<file path="config.mk">
export PLATFORM = sky130hd
export DESIGN_NAME = flash_cmd_seq
export DESIGN_NICKNAME = d
export VERILOG_FILES = /design/src/rtl/fcs_pkg.sv /design/src/rtl/fcs_decode.sv /design/src/rtl/fcs_lock_store.sv /design/src/rtl/fcs_status.sv /design/src/rtl/flash_cmd_seq.sv
export SDC_FILE = /design/constraint.sdc
export NUM_CORES = 1
export LEC_CHECK = 0
export ABC_AREA = 1
export BUFFER_PORTS_ARGS = -buffer_cell sky130_fd_sc_hd__buf_2
export CAP_MARGIN = 20
export CELL_PAD_IN_SITES_DETAIL_PLACEMENT = 1
export CELL_PAD_IN_SITES_GLOBAL_PLACEMENT = 2
export CORE_ASPECT_RATIO = 0.9
export CORE_UTILIZATION = 28
export DETAILED_ROUTE_END_ITERATION = 16
export GPL_TIMING_DRIVEN = 1
export PLACE_DENSITY = 0.83
export SLEW_MARGIN = 30
export SYNTH_ARGS = -nofsm -noshare
export SYNTH_HDL_FRONTEND = slang
export SYNTH_SLANG_ARGS = --single-unit
</file>
<file path="constraint.sdc">
create_clock -name clk_i -period 1.68 [get_ports clk_i]
set_input_delay 0.336 -clock clk_i [delete_from_list [all_inputs] [get_ports clk_i]]
set_output_delay 0.336 -clock clk_i [all_outputs]
set_load 0.01 [all_outputs]
</file>
<file path="src/rtl/fcs_pkg.sv">
package fcs_pkg;
  typedef enum logic [2:0] {
    CMD_NONE, CMD_PROG, CMD_ERASE, CMD_BLANK,
    CMD_LOCKPROG, CMD_RDLOCK, CMD_CLRSTAT, CMD_BAD
  } cmd_e;

  typedef enum logic [1:0] {ST_IDLE, ST_CONF, ST_BUSY} state_e;

  typedef enum logic [1:0] {OP_ERASE = 2'd0, OP_PROG = 2'd1, OP_BLANK = 2'd2, OP_LOCK = 2'd3} op_e;

  localparam logic [1:0] ERR_NONE  = 2'b00;
  localparam logic [1:0] ERR_SEQ   = 2'b11;
  localparam logic [1:0] ERR_ERASE = 2'b10;
  localparam logic [1:0] ERR_PROG  = 2'b01;

  localparam logic [7:0] CODE_PROG    = 8'h40;
  localparam logic [7:0] CODE_ERASE   = 8'h20;
  localparam logic [7:0] CODE_BLANK   = 8'h25;
  localparam logic [7:0] CODE_LOCKPRG = 8'h77;
  localparam logic [7:0] CODE_RDLOCK  = 8'h71;
  localparam logic [7:0] CODE_CLRSTAT = 8'h50;
  localparam logic [7:0] CODE_NOP     = 8'hFF;
  localparam logic [7:0] CODE_CONFIRM = 8'hD0;
  localparam logic [7:0] CODE_CANCEL  = 8'hFF;
endpackage

</file>
<file path="src/rtl/fcs_decode.sv">
module fcs_decode
  import fcs_pkg::*;
(
  input  logic [7:0] code_i,
  output cmd_e       cmd_o,
  output logic       auto_o
);
  always_comb begin
    case (code_i)
      CODE_PROG:    cmd_o = CMD_PROG;
      CODE_ERASE:   cmd_o = CMD_ERASE;
      CODE_BLANK:   cmd_o = CMD_BLANK;
      CODE_LOCKPRG: cmd_o = CMD_LOCKPROG;
      CODE_RDLOCK:  cmd_o = CMD_RDLOCK;
      CODE_CLRSTAT: cmd_o = CMD_CLRSTAT;
      CODE_NOP:     cmd_o = CMD_NONE;
      default:      cmd_o = CMD_BAD;
    endcase
    auto_o = cmd_o inside {CMD_PROG, CMD_ERASE, CMD_BLANK, CMD_LOCKPROG};
  end
endmodule

</file>
<file path="src/rtl/fcs_lock_store.sv">
module fcs_lock_store #(
  parameter int NBLK  = 8,
  parameter int BLK_W = $clog2(NBLK)
) (
  input  logic             clk_i,
  input  logic             rst_ni,
  input  logic             lock_i,
  input  logic [BLK_W-1:0] idx_i,
  output logic             unl_o
);
  logic [NBLK-1:0] unl;

  for (genvar i = 0; i < NBLK; i++) begin : g_blk
    logic unl_q;
    always_ff @(posedge clk_i or negedge rst_ni) begin
      if (!rst_ni)                              unl_q <= 1'b1;
      else if (lock_i && idx_i == BLK_W'(i))    unl_q <= 1'b0;
    end
    assign unl[i] = unl_q;
  end

  assign unl_o = unl[idx_i];
endmodule

</file>
<file path="src/rtl/fcs_status.sv">
module fcs_status
  import fcs_pkg::*;
(
  input  logic       clk_i,
  input  logic       rst_ni,
  input  logic       set_i,
  input  logic [1:0] code_i,
  input  logic       clr_i,
  output logic [1:0] err_o
);
  always_ff @(posedge clk_i or negedge rst_ni) begin
    if (!rst_ni)     err_o <= ERR_NONE;
    else if (set_i)  err_o <= code_i;
    else if (clr_i)  err_o <= ERR_NONE;
  end
endmodule

</file>
<file path="src/rtl/flash_cmd_seq.sv">
module flash_cmd_seq
  import fcs_pkg::*;
#(
  parameter int DATA_W = 16,
  parameter int NBLK   = 8,
  parameter int BLK_W  = $clog2(NBLK)
) (
  input  logic              clk_i,
  input  logic              rst_ni,
  input  logic              wr_en_i,
  input  logic [DATA_W-1:0] wr_data_i,
  input  logic [BLK_W-1:0]  wr_blk_i,
  input  logic              lock_dis_i,
  input  logic              arr_done_i,
  input  logic              arr_fail_i,
  input  logic              arr_blank_i,
  output logic              ready_o,
  output logic [1:0]        err_o,
  output logic              lock_bit_o,
  output logic              arr_start_o,
  output logic [1:0]        arr_op_o,
  output logic [BLK_W-1:0]  arr_blk_o,
  output logic [DATA_W-1:0] arr_data_o
);
  state_e            st_q, st_d;
  cmd_e              pend_q, pend_d, dec_cmd;
  op_e               op_q, op_d;
  logic [BLK_W-1:0]  blk_q, blk_d;
  logic [DATA_W-1:0] data_q, data_d;
  logic              start_q, start_d, rdlock_q, rdlock_d;
  logic              dec_auto, unl, locked;
  logic              err_set, err_clr, lock_set;
  logic [1:0]        err_code;
  logic [7:0]        code;

  assign code   = wr_data_i[7:0];
  assign locked = !unl && !lock_dis_i;

  fcs_decode u_dec (.code_i(code), .cmd_o(dec_cmd), .auto_o(dec_auto));

  fcs_lock_store #(.NBLK(NBLK), .BLK_W(BLK_W)) u_lock (
    .clk_i(clk_i), .rst_ni(rst_ni), .lock_i(lock_set), .idx_i(blk_q), .unl_o(unl)
  );

  fcs_status u_stat (
    .clk_i(clk_i), .rst_ni(rst_ni), .set_i(err_set), .code_i(err_code),
    .clr_i(err_clr), .err_o(err_o)
  );

  always_comb begin
    st_d     = st_q;
    pend_d   = pend_q;
    op_d     = op_q;
    blk_d    = blk_q;
    data_d   = data_q;
    rdlock_d = rdlock_q;
    start_d  = 1'b0;
    err_set  = 1'b0;
    err_clr  = 1'b0;
    err_code = ERR_NONE;
    lock_set = 1'b0;
    case (st_q)
      ST_IDLE: if (wr_en_i) begin
        case (dec_cmd)
          CMD_NONE:    ;
          CMD_CLRSTAT: err_clr = 1'b1;
          CMD_BAD:     begin err_set = 1'b1; err_code = ERR_SEQ; end
          default: begin
            if (dec_auto && err_o != ERR_NONE) begin
              err_set  = 1'b1;
              err_code = ERR_SEQ;
            end else begin
              pend_d = dec_cmd;
              blk_d  = wr_blk_i;
              st_d   = ST_CONF;
            end
          end
        endcase
      end
      ST_CONF: if (wr_en_i) begin
        st_d = ST_IDLE;
        if (pend_q == CMD_PROG) begin
          // second write is the data word, no confirm check
          if (locked) begin
            err_set = 1'b1; err_code = ERR_PROG;
          end else begin
            start_d = 1'b1; op_d = OP_PROG; data_d = wr_data_i; st_d = ST_BUSY;
          end
        end else if (code == CODE_CANCEL) begin
          st_d = ST_IDLE;
        end else if (code != CODE_CONFIRM) begin
          err_set = 1'b1; err_code = ERR_SEQ;
        end else begin
          case (pend_q)
            CMD_ERASE:
              if (locked) begin
                err_set = 1'b1; err_code = ERR_ERASE;
              end else begin
                start_d = 1'b1; op_d = OP_ERASE; st_d = ST_BUSY;
              end
            CMD_BLANK:    begin start_d = 1'b1; op_d = OP_BLANK; st_d = ST_BUSY; end
            CMD_LOCKPROG: begin start_d = 1'b1; op_d = OP_LOCK;  st_d = ST_BUSY; end
            CMD_RDLOCK:   rdlock_d = unl;
            default:      ;
          endcase
        end
      end
      ST_BUSY: if (arr_done_i) begin
        st_d = ST_IDLE;
        case (op_q)
          OP_ERASE: if (arr_fail_i)   begin err_set = 1'b1; err_code = ERR_ERASE; end
          OP_PROG:  if (arr_fail_i)   begin err_set = 1'b1; err_code = ERR_PROG;  end
          OP_BLANK: if (!arr_blank_i) begin err_set = 1'b1; err_code = ERR_ERASE; end
          OP_LOCK:
            if (arr_fail_i) begin err_set = 1'b1; err_code = ERR_PROG; end
            else            lock_set = 1'b1;
          default: ;
        endcase
      end
      default: st_d = ST_IDLE;
    endcase
  end

  always_ff @(posedge clk_i or negedge rst_ni) begin
    if (!rst_ni) begin
      st_q     <= ST_IDLE;
      pend_q   <= CMD_NONE;
      op_q     <= OP_ERASE;
      blk_q    <= '0;
      data_q   <= '0;
      start_q  <= 1'b0;
      rdlock_q <= 1'b1;
    end else begin
      st_q     <= st_d;
      pend_q   <= pend_d;
      op_q     <= op_d;
      blk_q    <= blk_d;
      data_q   <= data_d;
      start_q  <= start_d;
      rdlock_q <= rdlock_d;
    end
  end

  assign ready_o     = st_q != ST_BUSY;
  assign lock_bit_o  = rdlock_q;
  assign arr_start_o = start_q;
  assign arr_op_o    = op_q;
  assign arr_blk_o   = blk_q;
  assign arr_data_o  = data_q;
endmodule

</file>
# Word level (Yosys, flattened, before mapping)
# Index checks and enable logic that the tools add are counted.
# Widths: inputs -> output; s select.
[op_classes]
n_mux = 66
n_eq_ne = 41
multipliers = 0
addsub = 0
order_cmp = 1
div_mod_pow = 0
shifts = 0
n_reduce_logical = 30
bitwise_logic = 6
[ops]
columns = ["operator", "count"]
rows = [
  ["$mux 2", 27],
  ["$eq 8x7->1 const B", 4],
  ["$eq 3x3->1 const B", 9],
  ["$mux 1", 27],
  ["$pmux 2 s3", 4],
  ["$pmux 3 s7", 1],
  ["$eq 3x2->1 const B", 6],
  ["$ne 2x2->1 const B", 9],
  ["$eq 8x6->1 const B", 2],
  ["$logic_and 1x1->1", 10],
  ["$eq 3x1->1 const B", 3],
  ["$eq 8x8->1 const B", 1],
  ["$ne 8x8->1 const B", 1],
  ["$pmux 2 s2", 2],
  ["$reduce_and 4->1", 2],
  ["$reduce_bool 4->1", 2],
  ["$reduce_and 7->1", 1],
  ["$eq 2x2->1 const B", 3],
  ["$logic_not 3->1", 2],
  ["$not 1->1", 6],
  ["$pmux 1 s2", 3],
  ["$reduce_and 6->1", 1],
  ["$reduce_or 2->1", 3],
  ["$reduce_or 3->1", 2],
  ["other kinds (9)", 13],
]
[word_totals]
ff_bits = 38
latchBits = 0
wordCells = 160
n_memories = 0
out_inout_bits = 26
ram_bits = 0
romBits = 0

# Depth between registers and ports, before layout
# Gate-level depths: netlist of the first run.
[depth]
word_depth = 12
ltp_mapped = 14

# By module
# A second synthesis of the first run with hierarchy kept.
[hier_totals]
hier_cells = 317
area_unflattened_um2 = 2354.8
[modules_own_cells]
columns = ["module", "instances", "cells_per_inst", "area_per_inst_um2"]
rows = [
  ["flash_cmd_seq", 1, 200, 1609.0],
  ["fcs_lock_store", 1, 50, 410.4],
  ["fcs_decode", 1, 58, 256.5],
  ["fcs_status", 1, 9, 78.8],
]

# Worst setup path after synthesis of the first run
# No wires, ideal clock.
[synth_timing]
path_type = "register to register"
from = "reg blk_q[0] (netlist: arr_blk_o[0])"
to = "reg data_q[0] (netlist: arr_data_o[0])"
period_less_slack_ns = 1.733
t_arrival_ns = 1.608
path_slack_ns = -0.053
required_ns = 1.555
path_stages_with_launch = 13
setup_ns = 0.125
path_buffers = 2
cell_sequence = "dfrtp_1 -> buf_6 -> inv_4 -> nand2_1 -> nand2_1 -> nand2_1 -> nand3_1 -> nand2_2 -> inv_2 -> o21ai_2 -> nor2_2 -> buf_6 -> mux2_4"
[synth_via]
elab_chain_len = 6
[synth_lines]
columns = ["item", "line", "rtl"]
rows = [
  ["start, declared", "flash_cmd_seq.sv:28", "logic [BLK_W-1:0] blk_q, blk_d;"],
  ["start signal, assigned", "flash_cmd_seq.sv:137", "blk_q <= blk_d;"],
  ["$bmux 1 s3", "fcs_lock_store.sv:22", "assign unl_o = unl[idx_i];"],
  ["$mux 1 (implied by the code)", "fcs_lock_store.sv:22", ""],
  ["$logic_not 1->1", "flash_cmd_seq.sv:37", "assign locked = !unl && !lock_dis_i;"],
  ["$logic_and 1x1->1", "flash_cmd_seq.sv:37", ""],
  ["$not 1->1 (no source line)", "-", ""],
  ["$reduce_and 4->1 (no source line)", "-", ""],
  ["end signal, assigned", "flash_cmd_seq.sv:138", "data_q <= data_d;"],
  ["end, declared", "flash_cmd_seq.sv:29", "logic [DATA_W-1:0] data_q, data_d;"],
]
# Every way passes these cells. The select of a mux whose other input is x is not followed.
# A chain may end at the register's enable or synchronous reset.

# Final worst setup path of the first run
[layout_timing]
from = "reg blk_q[0] (netlist: arr_blk_o[0])"
to = "reg data_q[15] (netlist: arr_data_o[15])"
# The elaborated chain is that of the path after synthesis.

==> flow_summary.ini, run 1 <==
[global_routing]
grt_pass1_vias = 2055
grt_pass1_wl_mm = 9.58
grt_overflow = 0
grtUsageMet1 = 0.204
antenna_found_initial = 0
use_met2 = 0.258
met3_usage = 0.0373
track_usage = 0.157
grt_max_degree = 23
grt_busiest_layer = met2

[timing]
worst_slew_pin_slew_ns = 0.421
finalSetupTns_ns = -0.774
layout_setup_ws_ns = -0.0746
hold_viol = 0
final-setup-viol-count = 13
fin_crit_sh = 1.04
fin_crit_ns = 1.75
rsz0062_at_grt = true
final.setup_skew_ns = 0.00732
timing.hold.ws_ns = 0.244
drv_slew = 0
slew_headroom = 0.719
max_freq_mhz = 570

[setup_path]
crit_path_start_kind = flop
timing.rr.start = arr_blk_o[0]$_DFFE_PN0P_
reg2reg_to = arr_data_o[15]$_DFFE_PN0P_
ff2ff_path_depth = 11
path_max_fanout = 10
end_kind = flop
required_ns = 1.87
r2r_slack_ns = -0.07
worstSetupPathType = reg2reg
crit_arrival_ns = 1.94
startpoint = arr_blk_o[0]$_DFFE_PN0P_
crit_path_end = arr_data_o[15]$_DFFE_PN0P_

[floorplanning]
io_pins = 52
die_area_mm2 = 0.00784
core_mm2 = 0.00715
rows = 29
die_w_um = 93.3
start_util = 0.294
chipHeight_um = 84.1

[layout]
synthToLayoutAreaGrowth_pct = 39.1
antenna_cells = 0
drive_gt1_frac = 0.421
multi_input_comb_area_um2 = 987
regArea_um2 = 963
stdcell_area_mm2 = 0.00292
final_nets = 362
fillers = 883

[yosys]
synthDistinctLibCells = 29
yosys_warnings = 0
synth_xor_area_frac = 0
muxShareOfSynthArea = 0.0912
avgSynthCellArea_um2 = 8.43
synth_fa_ha_area_frac = 0
synth_top_flop_cell = dfrtp_1
synth-seq-area-share = 0.459
syn-num-nets = 275
synth_edf_count = 0
synth-async-reset-ratio = 1.00
ys_ff_latch = 38
synth-compound-area-share = 0.0960
synthSimpleGateAreaFrac = 0.258
syn_inst = 249
netlist_area_mm2 = 0.00210
synth_top_family_by_area = simple AND/OR/NAND/NOR gates

[drt]
antenna_left = 0
first_iter_violations = 38
drt_wl_total_mm = 5.70
detail_route.wl_per_cell_um = 13.3
dr.pass1.iters = 4
vias = 1949
vias_per_cell = 4.53
drcViolationCount = 0

[run_status]
status = finished with violations
violations = setup timing

[cts]
cts_root_buf = clkbuf_8
clk_latency_ns = 0.30
clkTransAtPathRegs_ns = 0.09
cts_buffer_depth = 2
tritoncts = yes
clock_sinks = 38
h-tree-depth = 2
cts_buffers = 5

[placed_design]
hpwl_mm = 4.24
place_congestion = 0.891
io_buffers = 51
placed_area_mm2 = 0.00262
place_ws_ns = -0.181

[worst_hold_path]
min-delay-path-class = in2reg

[power_and_ir_drop]
p_per_area_mw_per_mm2 = 898
peakVddDrop_mv = 0.362
leakage_uw = 0.00159

[run]
max_cap_violations = 0
[repair_timing]
item	CTS	global route
resized for setup	7	10
cloned	1	0
buffers inserted	8	2
pin swaps	0	4
setup endpoints to repair	16	21
hold buffers	1	0
hold endpoints to repair	16	0
[how the worst min path moves through the flow]
| stage | start | slack, ns | depth (start not counted) | endpoint |
|---|---|---|---|---|
| 2_1_floorplan | rst_ni | 0.04 | 0 | arr_blk_o[0]$_DFFE_PN0P_ |
| 3_3_place_gp | rst_ni | 0.29 | 1 | arr_data_o[9]$_DFFE_PN0P_ |
| 3_5_place_dp | rst_ni | 0.29 | 1 | arr_data_o[9]$_DFFE_PN0P_ |
| 4_1_cts | arr_done_i | 0.24 | 2 | st_q[1]$_DFFE_PN0P_ |
| 5_1_grt | wr_data_i[10] | 0.25 | 2 | arr_data_o[10]$_DFFE_PN0P_ |
| 6_report | arr_done_i | 0.24 | 2 | st_q[1]$_DFFE_PN0P_ |
[cell families after synthesis]
family,after synthesis
AND/OR/NAND/NOR,120
buffers and inverters,45
flip-flops,38
AO/OA/AOI/OAI,33
multiplexers,13
[final cells by class]
type / instances / share of cell area
Sequential cell: 38 / 0.330
Multi-Input combinational cell: 166 / 0.338
Timing Repair Buffer: 84 / 0.199
Clock inverter: 3 / 0.0154
Inverter: 41 / 0.0536
Tap cell: 93 / 0.0399
Clock buffer: 5 / 0.0236
[cells in the mapped netlist, types with 3 or more instances]
master / count / area share
nor2_1: 20 / 0.036
inv_1: 38 / 0.068
o21a_1: 4 / 0.014
a31oi_1: 7 / 0.021
o21ai_0: 9 / 0.021
nand4_1: 6 / 0.018
nand3_1: 13 / 0.031
dfstp_2: 9 / 0.11
buf_6: 4 / 0.021
dfrtp_1: 29 / 0.35
nand2_1: 63 / 0.11
mux2_4: 12 / 0.086
o31ai_1: 3 / 0.011
nor2_2: 3 / 0.0089
nor3_1: 5 / 0.012
nand2_2: 4 / 0.012
o21ai_1: 4 / 0.0095
[layout by cell type (no fill, tap or decap), types with 5 or more instances in the layout]
cell / count
clkbuf_8: 5
dfrtp_1: 28
mux2_4: 12
buf_2: 51
nor3_1: 5
inv_1: 38
nand3_2: 5
nand2_1: 59
o21ai_0: 9
nand3_1: 8
a31oi_1: 7
buf_4: 25
dfstp_2: 9
nand2_2: 8
nand4_1: 6
nor2_1: 20
[critical path, cell delays in order, from the launching register on]
cell	delay, ns
dfrtp_2	0.47
inv_4	0.09
nand2_1	0.06
nand2_1	0.06
nand2_1	0.06
nand3_2	0.07
nand2_2	0.06
inv_2	0.08
o21ai_4	0.06
nor2_4	0.15
buf_12	0.17
mux2_4	0.31
[power breakdown]
group          switching (uW)  leakage [uW]  internal (uW)
Clock                     373     0.0000504            442
Sequential               85.2      0.000468            990
Combinational             405       0.00107            325
[stage by stage]
step                instances  power, uW   util
finish                    430       2620  0.408
global route              430       2780  0.408
CTS                       429       2650  0.401
detailed placement        411       1710  0.366
global placement          411       1700  0.366
floorplan                 249       1440      -
[state kept, by name (all words and copies together), names as in the netlist]
name,cells
arr_blk_o,3
u_lock.g_blk.unl_q,8
arr_start_o,1
pend_q,3
arr_data_o,16
st_q,2
arr_op_o,2
u_stat.err_o,2
lock_bit_o,1
[layer usage]
layer / share of wire / up-vias
li1: - / 974
met1: 0.47 / 942
met2: 0.49 / 28
met3: 0.032 / 5
met4: 0.010 / 0
met5: 0 / -
Note: power is estimated with default switching activity, not from simulation.
==> inputs of run 2 (changes only) <==
- CORE_UTILIZATION: 28 -> 27
- PLACE_DENSITY: 0.83 -> 0.82
- SYNTH_HIERARCHICAL: unset -> 1
==> flow_summary.ini, run 2 <==
[run_status]
status = finished with violations
violations = setup timing

[global_routing]
grt_max_degree = 23
grt_pass1_wl_mm = 10.3
use_met2 = 0.240
grtUsageMet1 = 0.180
grt_busiest_layer = met2
antenna_found_initial = 0
met3_usage = 0.0255
track_usage = 0.142
grt_overflow = 0
grt_pass1_vias = 2282

[yosys]
syn_inst = 317
netlist_area_mm2 = 0.00235
synth_top_flop_cell = dfrtp_1
synth-seq-area-share = 0.409
synth_largest_area_cell = dfrtp_1
yosys_warnings = 6
synth_edf_count = 0
ys_ff_latch = 38
synthDistinctLibCells = 24
avgSynthCellArea_um2 = 7.43
syn-num-nets = 343
synthTopCellsByArea = dfrtp_1 (31%), nand2_1 (15%), dfstp_2 (10%), inv_1 (8.4%), o21ai_2 (8.2%)
yosys.cell_count.top_type = nand2_1
synthTopCellsByCount = nand2_1 (91), inv_1 (53), nor2_1 (31), dfrtp_1 (29), nand2_2 (26)
synth_top_cell_area_share = 0.308
synth-async-reset-ratio = 1.00

[layout]
fillers = 1043
finalCoreUtilization = 0.395
drive_gt1_frac = 0.452
largest_reg_flops = 16
final_cell_mix = nand2_1 (82), inv_1 (51), buf_2 (49), nand2_2 (33), nor2_1 (30)
antenna_cells = 0
final_common_cell = nand2_1
final_nets = 432
synthToLayoutAreaGrowth_pct = 38.7
fin_cells = 522
regArea_um2 = 963
multi_input_comb_area_mm2 = 0.00119

[worst_hold_path]
min-delay-path-class = in2reg

[setup_path]
crit_path_end = arr_op_o[0]$_DFFE_PN0P_
startpoint = arr_blk_o[0]$_DFFE_PN0P_
r2r_slack_ns = -0.1
end_kind = flop
required_ns = 1.92
worstSetupPathType = reg2reg
timing.rr.start = arr_blk_o[0]$_DFFE_PN0P_
crit_arrival_ns = 2.02
ff2ff_path_depth = 15
path_max_fanout = 8
crit_path_start_kind = flop
reg2reg_to = arr_op_o[0]$_DFFE_PN0P_

[cts]
clk_latency_ns = 0.29
clkTransAtPathRegs_ns = 0.08
cts_root_buf = clkbuf_8
cts_buffers = 5
tritoncts = yes
cts_buffer_depth = 2
h-tree-depth = 2
clock_sinks = 38

[timing]
timing.hold.ws_ns = 0.217
fin_crit_ns = 1.78
fin_crit_sh = 1.06
worst_slew_pin_slew_ns = 0.465
max_freq_mhz = 562
slew_headroom = 0.690
layout_setup_ws_ns = -0.0996
hold_viol = 0
drv_slew = 0
rsz0062_at_grt = true
finalSetupTns_ns = -1.40
final-setup-viol-count = 19
final.setup_skew_ns = 0.00216

[drt]
drcViolationCount = 0
drt_wl_total_mm = 6.43
vias = 2214
vias_per_cell = 4.24
antenna_left = 0
dr.pass1.iters = 4
detail_route.wl_per_cell_um = 12.3
first_iter_violations = 49

[placed_design]
io_buffers = 51
hpwl_mm = 4.96
placed_cells = 506
place_ws_ns = -0.410
place_congestion = 0.868

[power_and_ir_drop]
clock_power_share = 0.312
p_comb_frac = 0.298
peakVddDrop_mv = 0.338
internal_power_uw = 2020
swShare = 0.341
p_per_area_mw_per_mm2 = 940
p_sw_uw = 1050
pwr-share-seq = 0.390
leakage_uw = 0.00182

[floorplanning]
core_mm2 = 0.00826
start_util = 0.285
io_pins = 52
rows = 31
die_area_mm2 = 0.00910
die_w_um = 100
chipHeight_um = 90.6

[run]
max_cap_violations = 0
==> run 2: changes by cell type in the layout (fill, tap and decap cells not counted), moves of 10 or more <==
cell     change
nand2_2     +25
nand2_1     +23
o21ai_2     +22
inv_1       +13
mux2_4      -12
nor2_1      +10
==> run 2: routing by layer <==
layer  up-vias  part of all wire
li1       1141                 -
met1      1029              0.48
met2        37              0.48
met3         7             0.029
met4         0             0.013
met5         -                 0
==> run 2: worst min path at each step <==
stage | slack, ns | depth (start not counted) | end | start
2_1_floorplan | 0.04 | 0 | arr_blk_o[0]$_DFFE_PN0P_ | rst_ni
3_3_place_gp | 0.31 | 1 | u_stat/err_o[1]$_DFFE_PN0P_ | rst_ni
3_5_place_dp | 0.32 | 1 | u_stat/err_o[1]$_DFFE_PN0P_ | rst_ni
4_1_cts | 0.21 | 2 | st_q[1]$_DFFE_PN0P_ | arr_done_i
5_1_grt | 0.23 | 2 | st_q[1]$_DFFE_PN0P_ | arr_done_i
6_report | 0.22 | 2 | st_q[1]$_DFFE_PN0P_ | arr_done_i
==> run 2: per-stage QoR <==
| stage | power (uW) | cell area (um^2) |
|---|---|---|
| after floorplan | 1720 | 2360 |
| after global placement | 2040 | 2960 |
| after detailed placement | 2070 | 2960 |
| after CTS | 3100 | 3160 |
| after global routing | 3270 | 3270 |
| final | 3070 | 3270 |
==> run 2: worst max-delay path: stages (launching register included) <==
cell and delay (ns):
dfrtp_2 0.49, inv_6 0.10, nand2_2 0.04, nand2_1 0.05, nand2_1 0.05, nand2_1 0.07, nand2_1 0.06, nand2_2 0.10
nor2_4 0.04, inv_2 0.09, nor2_4 0.05, buf_6 0.11, nor3_4 0.16, buf_4 0.15, nand3_1 0.08, nand2_1 0.08
==> run 2: cells by family (layout without fill, tap and decap cells) <==
kind of cell,Yosys count,count (layout),share of synthesized area
simple gates,175,175,0.342
buf+inv,62,152,0.115
compound gates,42,42,0.134
flops,38,38,0.409
==> run 2: power groups by stage <==
stage	sequential (uW)	combinational [uW]	clock [uW]
detailed placement	1220	858	0
global placement	1210	829	0
finish	1200	915	959
CTS	1200	904	995
floorplan	1220	500	0
global route	1220	1030	1020
==> run 2: final cells by class <==
class / instances / area share
clock inverters: 3 / 0.0211
inverters: 57 / 0.0670
clock buffers: 5 / 0.0211
well taps: 115 / 0.0440
repair buffers: 87 / 0.189
multi-input cells: 217 / 0.363
flip-flops and latches: 38 / 0.295
==> run 2: what timing repair did <==
action,4_1_cts,5_1_grt
hold buffers,1,0
setup buffers,3,2
endpoints found under the setup margin,21,33
pin swaps,4,7
gates resized for setup,11,13
hold endpoints to repair,11,0
cloned,0,2
==> inputs of run 3 (changes only) <==
--- a/config.mk
+++ b/config.mk
@@ -15,4 +15,5 @@
 export DETAILED_ROUTE_END_ITERATION = 16
 export GPL_TIMING_DRIVEN = 1
+export MAX_ROUTING_LAYER = met4
 export PLACE_DENSITY = 0.82
 export SLEW_MARGIN = 30
==> constraint.sdc (replaced) <==
create_clock -name clk_i -period 1.68 [get_ports clk_i]
set_input_delay 0.084 -clock clk_i [delete_from_list [all_inputs] [get_ports clk_i]]
set_output_delay 0.084 -clock clk_i [all_outputs]
set_load 0.01 [all_outputs]
==> flow_summary.ini, run 3 (synthesized netlist as in run 2, its figures left out) <==
[setup_path]
critical_path.top_delay_family = simple AND/OR/NAND/NOR gates
crit_path_top_delay_cell = dfrtp_2
timing.rr.start = arr_blk_o[0]$_DFFE_PN0P_
path_buf_inv = 4
crit_path_start_kind = flop
cpPeakStageDelay_ns = 0.48
end_kind = flop
worstSetupPathType = reg2reg
required_ns = 1.85
crit_arrival_ns = 1.92
path_common_cell = nand2_1
startpoint = arr_blk_o[0]$_DFFE_PN0P_
path_cells = inv_6 -> nand2_1 -> nand2_1 -> nand2_1 -> nand2_1 -> nand2_1 -> nand2_2 -> nor2_2 -> inv_2 -> buf_4 -> nand3_4 -> buf_12 -> nand2_2 -> o21ai_2
path_max_fanout = 16

[layout]
final_common_cell = nand2_1
largest_reg_flops = 16
drive_gt1_frac = 0.436
final_nets = 429
antenna_cells = 0
final_cell_mix = nand2_1 (86), inv_1 (52), buf_2 (51), nand2_2 (31)
synthToLayoutAreaGrowth_pct = 32.9

[drt]
vias = 2180
drcViolationCount = 0
vias_per_cell = 4.20
drt_wl_total_mm = 6.11
first_iter_violations = 60
antenna_left = 0
detail_route.wl_per_cell_um = 11.8
dr.pass1.iters = 4

[cts]
h-tree-depth = 2
clk_latency_ns = 0.28
tritoncts = yes
cts_buffer_depth = 2
cts_root_buf = clkbuf_8
cts_buffers = 5
clkTransAtPathRegs_ns = 0.08
clock_sinks = 38

[timing]
slew_headroom = 0.636
fin_crit_ns = 1.75
layout_setup_ws_ns = -0.0705
final.setup_skew_ns = 0.00774
hold_viol = 0
rsz0062_at_grt = true
finalSetupTns_ns = -1.08
fin_crit_sh = 1.04
worst_slew_pin_slew_ns = 0.546
max_freq_mhz = 571
drv_slew = 0
final-setup-viol-count = 20

[placed_design]
place_congestion = 0.791
hpwl_mm = 4.74
io_buffers = 51
place_ws_ns = -0.131

[power_and_ir_drop]
leakage_uw = 0.00175
peakVddDrop_mv = 0.360
p_per_area_mw_per_mm2 = 872

[worst_hold_path]
min-delay-path-class = in2reg
hp-start = wr_data_i[9]

[global_routing]
antenna_found_initial = 0
grt_pass1_vias = 2244
grt_overflow = 0
track_usage = 0.148
grt_max_degree = 22
grt_pass1_wl_mm = 10.4

[floorplanning]
start_util = 0.285
core_mm2 = 0.00826
rows = 31
die_area_mm2 = 0.00910
io_pins = 52
die_w_um = 100
chipHeight_um = 90.6

[run]
max_cap_violations = 0

[run_status]
violations = setup timing
status = finished with violations
==> run 3: worst reg2reg max path, delay by kind of cell (launching register included) <==
kind / cells / cell delay, ns
AOI/OAI and AO/OA: 1 / 0.05
DFF: 1 / 0.48
buffers and inverters: 4 / 0.50
and+or+nand+nor: 9 / 0.60
==> run 3: metal layers <==
metal | GRT usage | up-vias | wire, um
met5 | - | - | 0
met4 | 0.0290 | 0 | 49
met3 | 0.0271 | 5 | 183
met2 | 0.241 | 32 | 2940
met1 | 0.191 | 1008 | 2940
li1 | - | 1135 | -
==> run 3: where the power goes <==
part	total (uW)	leakage, uW	internal, uW	switching, uW
Sequential	1200	0.000482	1040	158
Clock	618	0.0000450	288	329
Combinational	917	0.00123	402	515
Total	2730	0.00175	1730	1000
==> run 3: final timing paths <==
path / to / slack (ns) / cells after the start
min in group asynchronous: u_stat/err_o[0]$_DFFE_PN0P_ / 0.32 / 2
hold reg to reg: u_lock/g_blk[3].unl_q$_DFFE_PN1P_ / 0.45 / 2
hold / removal: arr_data_o[9]$_DFFE_PN0P_ / 0.03 / 3
max in group asynchronous: lock_bit_o$_DFFE_PN1P_ / 0.78 / 3
setup reg to reg: arr_data_o[4]$_DFFE_PN0P_ / -0.07 / 14
setup / recovery: arr_data_o[4]$_DFFE_PN0P_ / -0.07 / 14
==> run 3: timing repair <==
item / CTS / global route
hold buffers: 2 / 0
setup buffers: 7 / 1
hold endpoints to repair: 12 / 0
pin swaps: 5 / 1
endpoints found under the setup margin: 23 / 31
resized for setup: 8 / 6
==> run 3: layout make-up <==
| type | count | area [um^2] |
|---|---|---|
| Inverter | 57 | 219 |
| Fill cell | 1050 | 5130 |
| Clock inverter | 2 | 10.0 |
| Sequential cell | 38 | 963 |
| Timing Repair Buffer | 84 | 562 |
| Clock buffer | 6 | 72.6 |
| Tap cell | 115 | 144 |
| Multi-Input combinational cell | 217 | 1160 |
==> run 3: stage by stage <==
stage	hold WS, ns	std cells	total power, uW	cell area, um^2	utilization
final	0.0335	519	2730	3130	0.379
after global routing	0.0260	519	2930	3130	0.379
after CTS	0.0221	518	2760	3100	0.376
after detailed placement	0.102	501	2060	2930	0.355
after global placement	0.0853	501	2020	2930	0.355
after floorplan	-0.212	317	1720	2360	-
